===== config.mk =====
export PLATFORM = sky130hd
export DESIGN_NAME = bitcount_unit
export DESIGN_NICKNAME = d
export VERILOG_FILES = /design/src/rtl/bitcount_unit.sv
export SDC_FILE = /design/constraint.sdc
export NUM_CORES = 1
export LEC_CHECK = 0
export CAP_MARGIN = 25
export CORE_UTILIZATION = 65
export DETAILED_ROUTE_END_ITERATION = 10
export DONT_BUFFER_PORTS = 1
export GPL_TIMING_DRIVEN = 0
export PLACE_DENSITY = 0.77
export SETUP_SLACK_MARGIN = 0.2
export SYNTH_ARGS = -nofsm -noshare
export SYNTH_HDL_FRONTEND = slang
export SYNTH_SLANG_ARGS = --single-unit

===== constraint.sdc =====
create_clock -name clk -period 5.2 [get_ports clk]
set_input_delay 0.26 -clock clk [delete_from_list [all_inputs] [get_ports clk]]
set_output_delay 0.26 -clock clk [all_outputs]
set_load 0.02 [all_outputs]

===== src/rtl/bitcount_unit.sv =====
module bitcount_unit #(
  parameter int XLEN    = 32,
  parameter int LATENCY = 1
) (
  input  logic                   clk,
  input  logic                   rst_n,
  input  logic                   in_valid,
  input  logic                   op_sel,
  input  logic                   zero_neg,
  input  logic [XLEN-1:0]        operand,
  output logic                   out_valid,
  output logic signed [XLEN-1:0] result
);
  localparam int LV    = $clog2(XLEN);
  localparam int CW    = LV + 1;
  localparam int NODES = 2 * XLEN - 1;

  // Heap-ordered trees: node n has children 2n+1 (upper half) and 2n+2.
  logic [CW-1:0] pc [NODES];
  logic [CW-1:0] lz [NODES];
  logic          az [NODES];
  logic [XLEN-1:0] res_d;

  for (genvar j = 0; j < XLEN; j++) begin : g_leaf
    assign pc[XLEN-1+j] = {{LV{1'b0}}, operand[XLEN-1-j]};
    assign lz[XLEN-1+j] = {{LV{1'b0}}, ~operand[XLEN-1-j]};
    assign az[XLEN-1+j] = ~operand[XLEN-1-j];
  end

  for (genvar n = 0; n < XLEN - 1; n++) begin : g_node
    assign pc[n] = pc[2*n+1] + pc[2*n+2];
    assign az[n] = az[2*n+1] & az[2*n+2];
    assign lz[n] = az[2*n+1] ? lz[2*n+1] + lz[2*n+2] : lz[2*n+1];
  end

  always_comb begin
    if (!op_sel)
      res_d = XLEN'(pc[0]);
    else if (az[0] && zero_neg)
      res_d = '1;
    else
      res_d = XLEN'(lz[0]);
  end

  if (LATENCY == 0) begin : g_comb
    assign out_valid = in_valid;
    assign result    = res_d;
  end else begin : g_pipe
    logic            vq [LATENCY];
    logic [XLEN-1:0] rq [LATENCY];

    always_ff @(posedge clk) begin
      if (!rst_n) begin
        for (int k = 0; k < LATENCY; k++) vq[k] <= 1'b0;
      end else begin
        vq[0] <= in_valid;
        for (int k = 1; k < LATENCY; k++) vq[k] <= vq[k-1];
      end
      rq[0] <= res_d;
      for (int k = 1; k < LATENCY; k++) rq[k] <= rq[k-1];
    end

    assign out_valid = vq[LATENCY-1];
    assign result    = rq[LATENCY-1];

    if (LATENCY == 1) begin : g_lat1_chk
      p_valid_follows_r7: assert property (@(posedge clk) disable iff (!rst_n)
        in_valid |=> out_valid);
      p_valid_idle_r7: assert property (@(posedge clk) disable iff (!rst_n)
        !in_valid |=> !out_valid);
    end
  end

  p_reset_quiet_r8: assert property (@(posedge clk)
    !rst_n |=> (!out_valid || (LATENCY == 0)));
  p_pop_full_r2: assert property (@(posedge clk) disable iff (!rst_n)
    (in_valid && !op_sel && (&operand)) |-> (res_d == XLEN'(XLEN)));
  p_msb_set_r3: assert property (@(posedge clk) disable iff (!rst_n)
    (in_valid && op_sel && operand[XLEN-1]) |-> (res_d == '0));
  p_zero_scalar_r4: assert property (@(posedge clk) disable iff (!rst_n)
    (in_valid && op_sel && operand == '0 && !zero_neg) |-> (res_d == XLEN'(XLEN)));
  p_zero_neg_r5: assert property (@(posedge clk) disable iff (!rst_n)
    (in_valid && op_sel && operand == '0 && zero_neg) |-> (&res_d));
  p_pop_bound_r1: assert property (@(posedge clk) disable iff (!rst_n)
    (in_valid && !op_sel) |-> (res_d <= XLEN'(XLEN)));
endmodule


==> results of run 1 <==
-- cell usage in the layout (no fill, tap or decap), drive strengths merged, types with 3 or more instances in the layout --
cell and n:
inv 106, clkbuf 3, nor2 9, nor3 4, o21ai 6, o21a 4, ha 99, and2 13
dfxtp 8, and3 4, nand2 15, xnor2 6, xor2 8, nor2b 4, a21o 9, a21oi 10
buf 28, mux2 20, fa 39
-- worst max-delay path: stages --
cell and delay, ns:
ha_1 0.21, fa_1 0.54, inv_1 0.06, fa_1 0.54, inv_1 0.06, fa_1 0.50
fa_1 0.54, inv_1 0.05, fa_1 0.52, inv_1 0.04, ha_1 0.20, inv_1 0.07
fa_1 0.20, inv_1 0.05, a21o_1 0.14, a21oi_1 0.25, o22ai_1 0.14
-- how the worst max path moves through the flow --
| stage | start | endpoint | slack, ns |
|---|---|---|---|
| global route | operand[17] | g_pipe.rq[0][4] | 0.65 |
| finish | operand[0] | g_pipe.rq[0][5] | 0.94 |
| CTS | operand[17] | g_pipe.rq[0][5] | 0.95 |
| global placement | operand[0] | g_pipe.rq[0][3] | 0.74 |
| detailed placement | operand[19] | g_pipe.rq[0][5] | 0.73 |
| floorplan | operand[0] | g_pipe.rq[0][2] | 0.99 |
-- cell families after synthesis --
| group | synth area share |
|---|---|
| AOI/OAI and AO/OA | 0.0880 |
| buffers and inverters | 0.162 |
| and+or+nand+nor | 0.0841 |
| adders and majority gates | 0.528 |
| DFF | 0.0419 |
| muxes | 0.0641 |
| xor gates and xnor gates | 0.0321 |
-- metal layers --
metal  track usage  vias to the layer above  routed length, um
li1              -                     1309                  -
met1         0.292                     1225               2930
met2         0.420                       71               3390
met3        0.0218                        6                329
met4        0.0426                        0                 59
met5             0                        -                  0
-- stage by stage --
stage / setup WS [ns] / instance area (sq um)
4_1_cts: 0.946 / 3960
3_5_place_dp: 0.725 / 3920
2_1_floorplan: 0.989 / 3820
5_1_grt: 0.651 / 3960
3_3_place_gp: 0.743 / 3920
6_report: 0.935 / 3960
-- report_power, final --
part	switching, mW	internal [mW]
clock	0.0220	0.0499
combinational	0.523	0.445
sequential	0.0333	0.0884
-- state kept, by name (all words and copies together), names as in the netlist --
| name | cells |
|---|---|
| g_pipe.vq | 1 |
| g_pipe.rq | 7 |
-- cell type report --
| type | count | area (sq um) |
|---|---|---|
| inverter | 106 | 398 |
| tap | 72 | 90.1 |
| sequential | 8 | 160 |
| multi-input combinational | 279 | 3050 |
| clock buffer | 3 | 41.3 |
| buffer | 28 | 221 |
| fill | 456 | 1620 |
==> flow_summary.yaml, run 1 <==
worst_hold_path:
  min_path_type: "in2reg"
  min_to: "g_pipe.vq[0]"
  hp-start: "in_valid"
  hold_path_depth: 1
sta:
  setup_viol: 0
  tightest_slew_ns: 0.870
  relSlewSlack: 0.419
  rsz0062_at_grt: "false"
  report.final.slew_viol_count: 0
  finalCritPeriodShare: 0.820
  fin_crit_ns: 4.26
  fmax_mhz: 234
  hold_viol: 0
  holdWs_ns: 0.181
  fin_tns_setup_ns: 0
yosys:
  syn-num-nets: 596
  synth-seq-area-share: 0.0419
  synth-async-reset-ratio: 0
  yosys_register_bits: 8
  synth_ff_type: "dfxtp_1"
  synth_top_cells_by_count: "inv_1, ha_1, fa_1"
  yosysMostFrequentCell: "inv_1"
  syn_area_sq_mm: 0.00382
  synth_top_area_frac: 0.324
  synth_warnings: 0
  synth_area_leader_cell: "ha_1"
  synth_edf_count: 0
  synth_cell_types: 45
  synth.avg_cell_area_sq_um: 9.09
  synthCells: 421
  yosys-top-cells-area: "ha_1, fa_1, inv_1"
grt:
  antenna_found_initial: 0
  grt_max_degree: 27
  gr-total-overflow: 0
  grtUsageTotal: 0.229
  grt_first_pass_wirelength_um: 11200
  grt_pass1_vias: 2578
placement:
  hpwl_um: 6210
  portBuffers: 0
  place_inst: 493
  place.gp.congestion: 0.843
finish:
  diodes: 0
  drive_above_1_share: 0.134
  fin_cells: 496
  fin_nets: 601
  syn_to_final_growth_pct: 3.43
  fin_util: 0.710
flow_run:
  cap_violations: 0
detailed_routing:
  vias: 2611
  drt_iter0_markers: 163
  postRouteAntennaNets: 0
  drc_errors: 0
  viasPerCell: 5.26
  wl_per_cell_um: 13.5
  drt_wl_total_um: 6710
  dr.pass1.iters: 4
run_status:
  status: "finished clean"
floorplan:
  rows: 27
  start_util: 0.686
  io_pins: 70
  die_y_um: 78.7
  core_area_sq_mm: 0.00557
  dieArea_sq_mm: 0.00620
  die_w_um: 78.7
pwr:
  power_density_mw_per_mm2: 294
  total_power_mw: 1.16
  p_leak_nw: 2.36
  ir_drop_mv: 0.427
clocking:
  cts_buffers: 3
  clk_pin_slew_ns: 0.04
  clkSinkCount: 8
  hold_buffers: 0
  cts-root-to-sink-buffers: 2
  post_cts.repair.setup_buffers: 0
  cts_tree: "yes"
  cts_max_level: 1
  ctsResizeCount: 0
  cts-root-buf: "clkbuf_8"
worst_setup_path:
  worstSetupPathType: "in2reg"
  cp.required_ns: 5.29
  cp.arrival_ns: 4.36
  setup.worst_path.end_class: "register"
  start_kind: "input port"
  worst-path-max-fanout: 3
No activity file was read; power rests on OpenSTA's default activity.
==> run 2: changes to the inputs <==
--- a/config.mk
+++ b/config.mk
@@ -6,11 +6,11 @@
 export NUM_CORES = 1
 export LEC_CHECK = 0
 export CAP_MARGIN = 25
-export CORE_UTILIZATION = 65
+export CORE_UTILIZATION = 61
 export DETAILED_ROUTE_END_ITERATION = 10
 export DONT_BUFFER_PORTS = 1
 export GPL_TIMING_DRIVEN = 0
-export PLACE_DENSITY = 0.77
+export PLACE_DENSITY = 0.76
 export SETUP_SLACK_MARGIN = 0.2
 export SYNTH_ARGS = -nofsm -noshare
 export SYNTH_HDL_FRONTEND = slang
==> constraint.sdc (replaced) <==
create_clock -name clk -period 3.61 [get_ports clk]
set_input_delay 0.1805 -clock clk [delete_from_list [all_inputs] [get_ports clk]]
set_output_delay 0.1805 -clock clk [all_outputs]
set_load 0.02 [all_outputs]
==> flow_summary.yaml, run 2 (same netlist as run 1, synthesis figures left out) <==
finish:
  fillers: 439
  diodes: 0
  top_regs: "g_pipe.rq: 7 flops, g_pipe.vq: 1 flops"
  top_register: "g_pipe.rq"
  regArea_sq_um: 160
  syn_to_final_growth_pct: 18.2
  final_common_cell: "ha_1"
  fin_util: 0.755
  fin_nets: 605
  multiInputGateArea_sq_mm: 0.00351
  mostFrequentLayoutCells: "ha_1, inv_1, inv_2"
  fin_cells: 503
  largest_register_ffs: 7
  drive_above_1_share: 0.397
sta:
  holdWs_ns: 0.0770
  rsz0062_at_grt: "true"
  hold_viol: 0
  fin_crit_ns: 3.85
  tightest_slew_ns: 0.883
  fin_ws_ns: -0.237
  setup_viol: 4
  fmax_mhz: 260
  report.final.slew_viol_count: 0
  fin_tns_setup_ns: -0.843
  relSlewSlack: 0.410
  finalCritPeriodShare: 1.07
grt:
  grt_max_degree: 27
  use_met2: 0.402
  grt_pass1_vias: 2605
  antenna_found_initial: 0
  use_met1: 0.301
  grtUsageTotal: 0.223
  met3_usage: 0.0101
  gr-total-overflow: 0
  top_usage_layer: "met2"
  grt_first_pass_wirelength_um: 11300
placement:
  place_inst: 496
  portBuffers: 0
  hpwl_um: 6110
  place.gp.congestion: 0.837
floorplan:
  start_util: 0.638
  dieArea_sq_mm: 0.00659
  rows: 28
  die_w_um: 81.2
  core_area_sq_mm: 0.00599
  io_pins: 70
  die_y_um: 81.2
pwr:
  power_density_mw_per_mm2: 428
  ir_drop_mv: 0.585
  total_power_mw: 1.93
  p_leak_nw: 2.33
clocking:
  cts_max_level: 1
  cts_tree: "yes"
  cts-root-to-sink-buffers: 2
  clkSinkCount: 8
  cts_buffers: 3
  cts-root-buf: "clkbuf_8"
  clk_pin_slew_ns: 0.04
detailed_routing:
  dr.pass1.iters: 4
  postRouteAntennaNets: 0
  vias: 2610
  drc_errors: 0
  drt_iter0_markers: 70
  drt_wl_total_um: 6610
  wl_per_cell_um: 13.1
  viasPerCell: 5.19
run_status:
  status: "finished, violations left"
  violations: "setup timing"
worst_setup_path:
  worstSetupPathType: "in2reg"
  cp.arrival_ns: 3.99
  worst-path-max-fanout: 3
  start_kind: "input port"
  setup.worst_path.end_class: "register"
  cp.required_ns: 3.75
flow_run:
  cap_violations: 0
worst_hold_path:
  hold_path_depth: 1
  min_path_type: "in2reg"
==> run 2: changes by cell type in the layout (fill, tap and decap cells not counted), sizes merged <==
cell	change
buf	+4
clkinvlp	+1
inv	-1
==> run 2: what timing repair did <==
action                                  4_1_cts  5_1_grt
pin swaps                                    19        3
hold buffers                                  0        0
cloned                                        0        0
endpoints found under the setup margin        5        5
buffers inserted                              4        0
resized for setup                            25       12
==> run 2: layout make-up <==
type	instances	share of cell area
plain buffers	28	0.0490
clock buffers	3	0.00913
inverters	106	0.103
multi-input cells	279	0.776
flip-flops and latches	8	0.0354
well taps	75	0.0208
repair buffers	4	0.00664
==> run 2: power breakdown <==
part	internal, mW	switching [mW]
logic	0.822	0.833
registers	0.127	0.0470
clock network	0.0720	0.0330
==> run 2: final timing paths <==
kind	startpoint	to	slack (ns)
worst min-delay path	in_valid	g_pipe.vq[0]	0.08
worst max-delay path	operand[20]	g_pipe.rq[0][3]	-0.24
==> run 2: routing by layer <==
metal | up-vias | share of wire
li1 | 1318 | -
met1 | 1221 | 0.47
met2 | 62 | 0.48
met3 | 9 | 0.036
met4 | 0 | 0.0077
met5 | - | 0
==> run 2: critical path: stages <==
cell and delay [ns]:
ha_4 0.14, fa_1 0.53, inv_1 0.05, fa_1 0.49, inv_2 0.05, fa_2 0.58, fa_1 0.42, inv_1 0.09
fa_1 0.41, inv_1 0.07, ha_2 0.19, inv_2 0.04, fa_2 0.36, xnor2_2 0.17, nor2_1 0.06, a41oi_1 0.17
==> run 2: metrics by stage <==
stage	setup WS, ns	cell area [sq um]
after floorplan	-0.320	4260
after global placement	-0.558	4350
after detailed placement	-0.622	4350
after CTS	-0.261	4500
after global routing	-0.363	4520
final	-0.237	4520
==> run 3: changes to the inputs <==
--- a/config.mk
+++ b/config.mk
@@ -6,7 +6,9 @@
 export NUM_CORES = 1
 export LEC_CHECK = 0
 export CAP_MARGIN = 25
-export CORE_UTILIZATION = 61
+export CELL_PAD_IN_SITES_DETAIL_PLACEMENT = 1
+export CELL_PAD_IN_SITES_GLOBAL_PLACEMENT = 2
+export CORE_UTILIZATION = 37
 export DETAILED_ROUTE_END_ITERATION = 10
 export DONT_BUFFER_PORTS = 1
 export GPL_TIMING_DRIVEN = 0
==> flow_summary.yaml, run 3 (same netlist as run 1, synthesis figures left out) <==
run_status:
  status: "finished, violations left"
  violations: "setup timing"
finish:
  largest_register_ffs: 7
  drive_above_1_share: 0.442
  fillers: 1103
  fin_nets: 605
  mostFrequentLayoutCells: "inv_1, ha_1, inv_2"
  fin_cells: 561
  fin_area_sq_mm: 0.00470
  fin_util: 0.474
  diodes: 0
  top_regs: "g_pipe.rq: 7 flops, g_pipe.vq: 1 flops"
  final_common_cell: "inv_1"
  top_register: "g_pipe.rq"
  syn_to_final_growth_pct: 22.8
clocking:
  cts-root-buf: "clkbuf_8"
  clk_pin_slew_ns: 0.04
  cts-root-to-sink-buffers: 2
  hold_buffers: 0
  clkSinkCount: 8
  cts_max_level: 1
  cts_tree: "yes"
  cts_buffers: 3
worst_setup_path:
  max_stage_delay_ns: 0.53
  cp.required_ns: 3.72
  cp_slowest_cell: "fa_2"
  cp.arrival_ns: 3.99
  cp_cell_sequence: "clkinvlp_4 -> ha_4 -> fa_2 -> inv_2 -> fa_2 -> inv_2 -> fa_2 -> fa_1 -> inv_2 -> fa_1 -> inv_1 -> ha_2 -> inv_2 -> fa_2 -> inv_1 -> a21o_1 -> a21oi_2 -> o22ai_1"
  worstSetupPathType: "in2reg"
  setup.worst_path.end_class: "register"
  start_kind: "input port"
  worst-path-max-fanout: 3
detailed_routing:
  drt_iter0_markers: 42
  drt_wl_total_um: 7920
  viasPerCell: 4.72
  drc_errors: 0
  dr.pass1.iters: 4
  vias: 2648
  wl_per_cell_um: 14.1
  postRouteAntennaNets: 0
sta:
  rsz0062_at_grt: "true"
  finalCritPeriodShare: 1.07
  fmax_mhz: 258
  report.final.slew_viol_count: 0
  tightest_slew_ns: 0.896
  fin_tns_setup_ns: -0.993
  relSlewSlack: 0.402
  holdWs_ns: 0.0870
  fin_crit_ns: 3.88
  hold_viol: 0
  setup_viol: 4
  fin_ws_ns: -0.270
placement:
  place.gp.congestion: 0.785
  postPlaceCellArea_sq_mm: 0.00443
  place_inst: 554
  hpwl_um: 7220
  portBuffers: 0
grt:
  grtUsageTotal: 0.155
  grt_max_degree: 27
  gr-total-overflow: 0
  grt_first_pass_wirelength_um: 13500
  grt_pass1_vias: 2960
  antenna_found_initial: 0
floorplan:
  io_pins: 70
  start_util: 0.386
  core_area_sq_mm: 0.00991
  die_w_um: 104
  rows: 36
  dieArea_sq_mm: 0.0107
  die_y_um: 104
pwr:
  switching_share: 0.480
  p_switching_mw: 0.988
  ir_drop_mv: 0.447
  power_density_mw_per_mm2: 439
  combPwrFrac: 0.864
  p_leak_nw: 2.33
  seq_power_share: 0.085
  power.internal_mw: 1.07
  p_clk_frac: 0.051
worst_hold_path:
  min_path_type: "in2reg"
flow_run:
  cap_violations: 0
[run 3: changes by cell type in the layout (fill, tap and decap cells not counted), sizes merged]
cell	delta
inv	-1
clkinvlp	+1
[run 3: power groups by stage]
stage / clock (mW) / combinational [mW] / sequential, mW
3_5_place_dp: 0 / 1.55 / 0.178
5_1_grt: 0.112 / 2.00 / 0.178
4_1_cts: 0.108 / 1.75 / 0.176
3_3_place_gp: 0 / 1.49 / 0.176
6_report: 0.104 / 1.78 / 0.176
2_1_floorplan: 0 / 1.17 / 0.174
[run 3: layer usage]
layer,global-route usage,part of all wire,up-vias
li1,-,-,1316
met1,0.198,0.46,1278
met2,0.291,0.50,50
met3,0.00755,0.028,4
met4,0.0214,0.0047,0
met5,0,0,-
[run 3: final timing paths]
check,from,endpoint,cells after the start
max,operand[7],g_pipe.rq[0][5],18
min,in_valid,g_pipe.vq[0],1
[run 3: stage by stage]
| stage | worst slack (ns) | total power, mW |
|---|---|---|
| floorplan | -0.320 | 1.35 |
| global placement | -0.613 | 1.67 |
| detailed placement | -0.673 | 1.73 |
| CTS | -0.324 | 2.04 |
| global route | -0.452 | 2.29 |
| finish | -0.270 | 2.06 |
[run 3: worst max-delay path, delay by kind of cell]
family,cells,cell delay [ns]
adders and majority gates,8,2.95
buffers and inverters,7,0.37
AOI/OAI and AO/OA,3,0.46
[run 3: area by class of cell]
type	instances	area, sq um	share of cell area
multi-input combinational	279	3620	0.770
inverter	106	460	0.0980
clock buffer	3	41.3	0.00879
sequential	8	160	0.0341
tap	133	166	0.0354
buffer	28	221	0.0471
timing repair buffer	4	30.0	0.00639
[run 3: timing repair]
item                                    4_1_cts  5_1_grt
pin swaps                                    19       22
setup buffers                                 2        2
cloned                                        0        0
gates resized for setup                      29       26
endpoints found under the setup margin        5        5
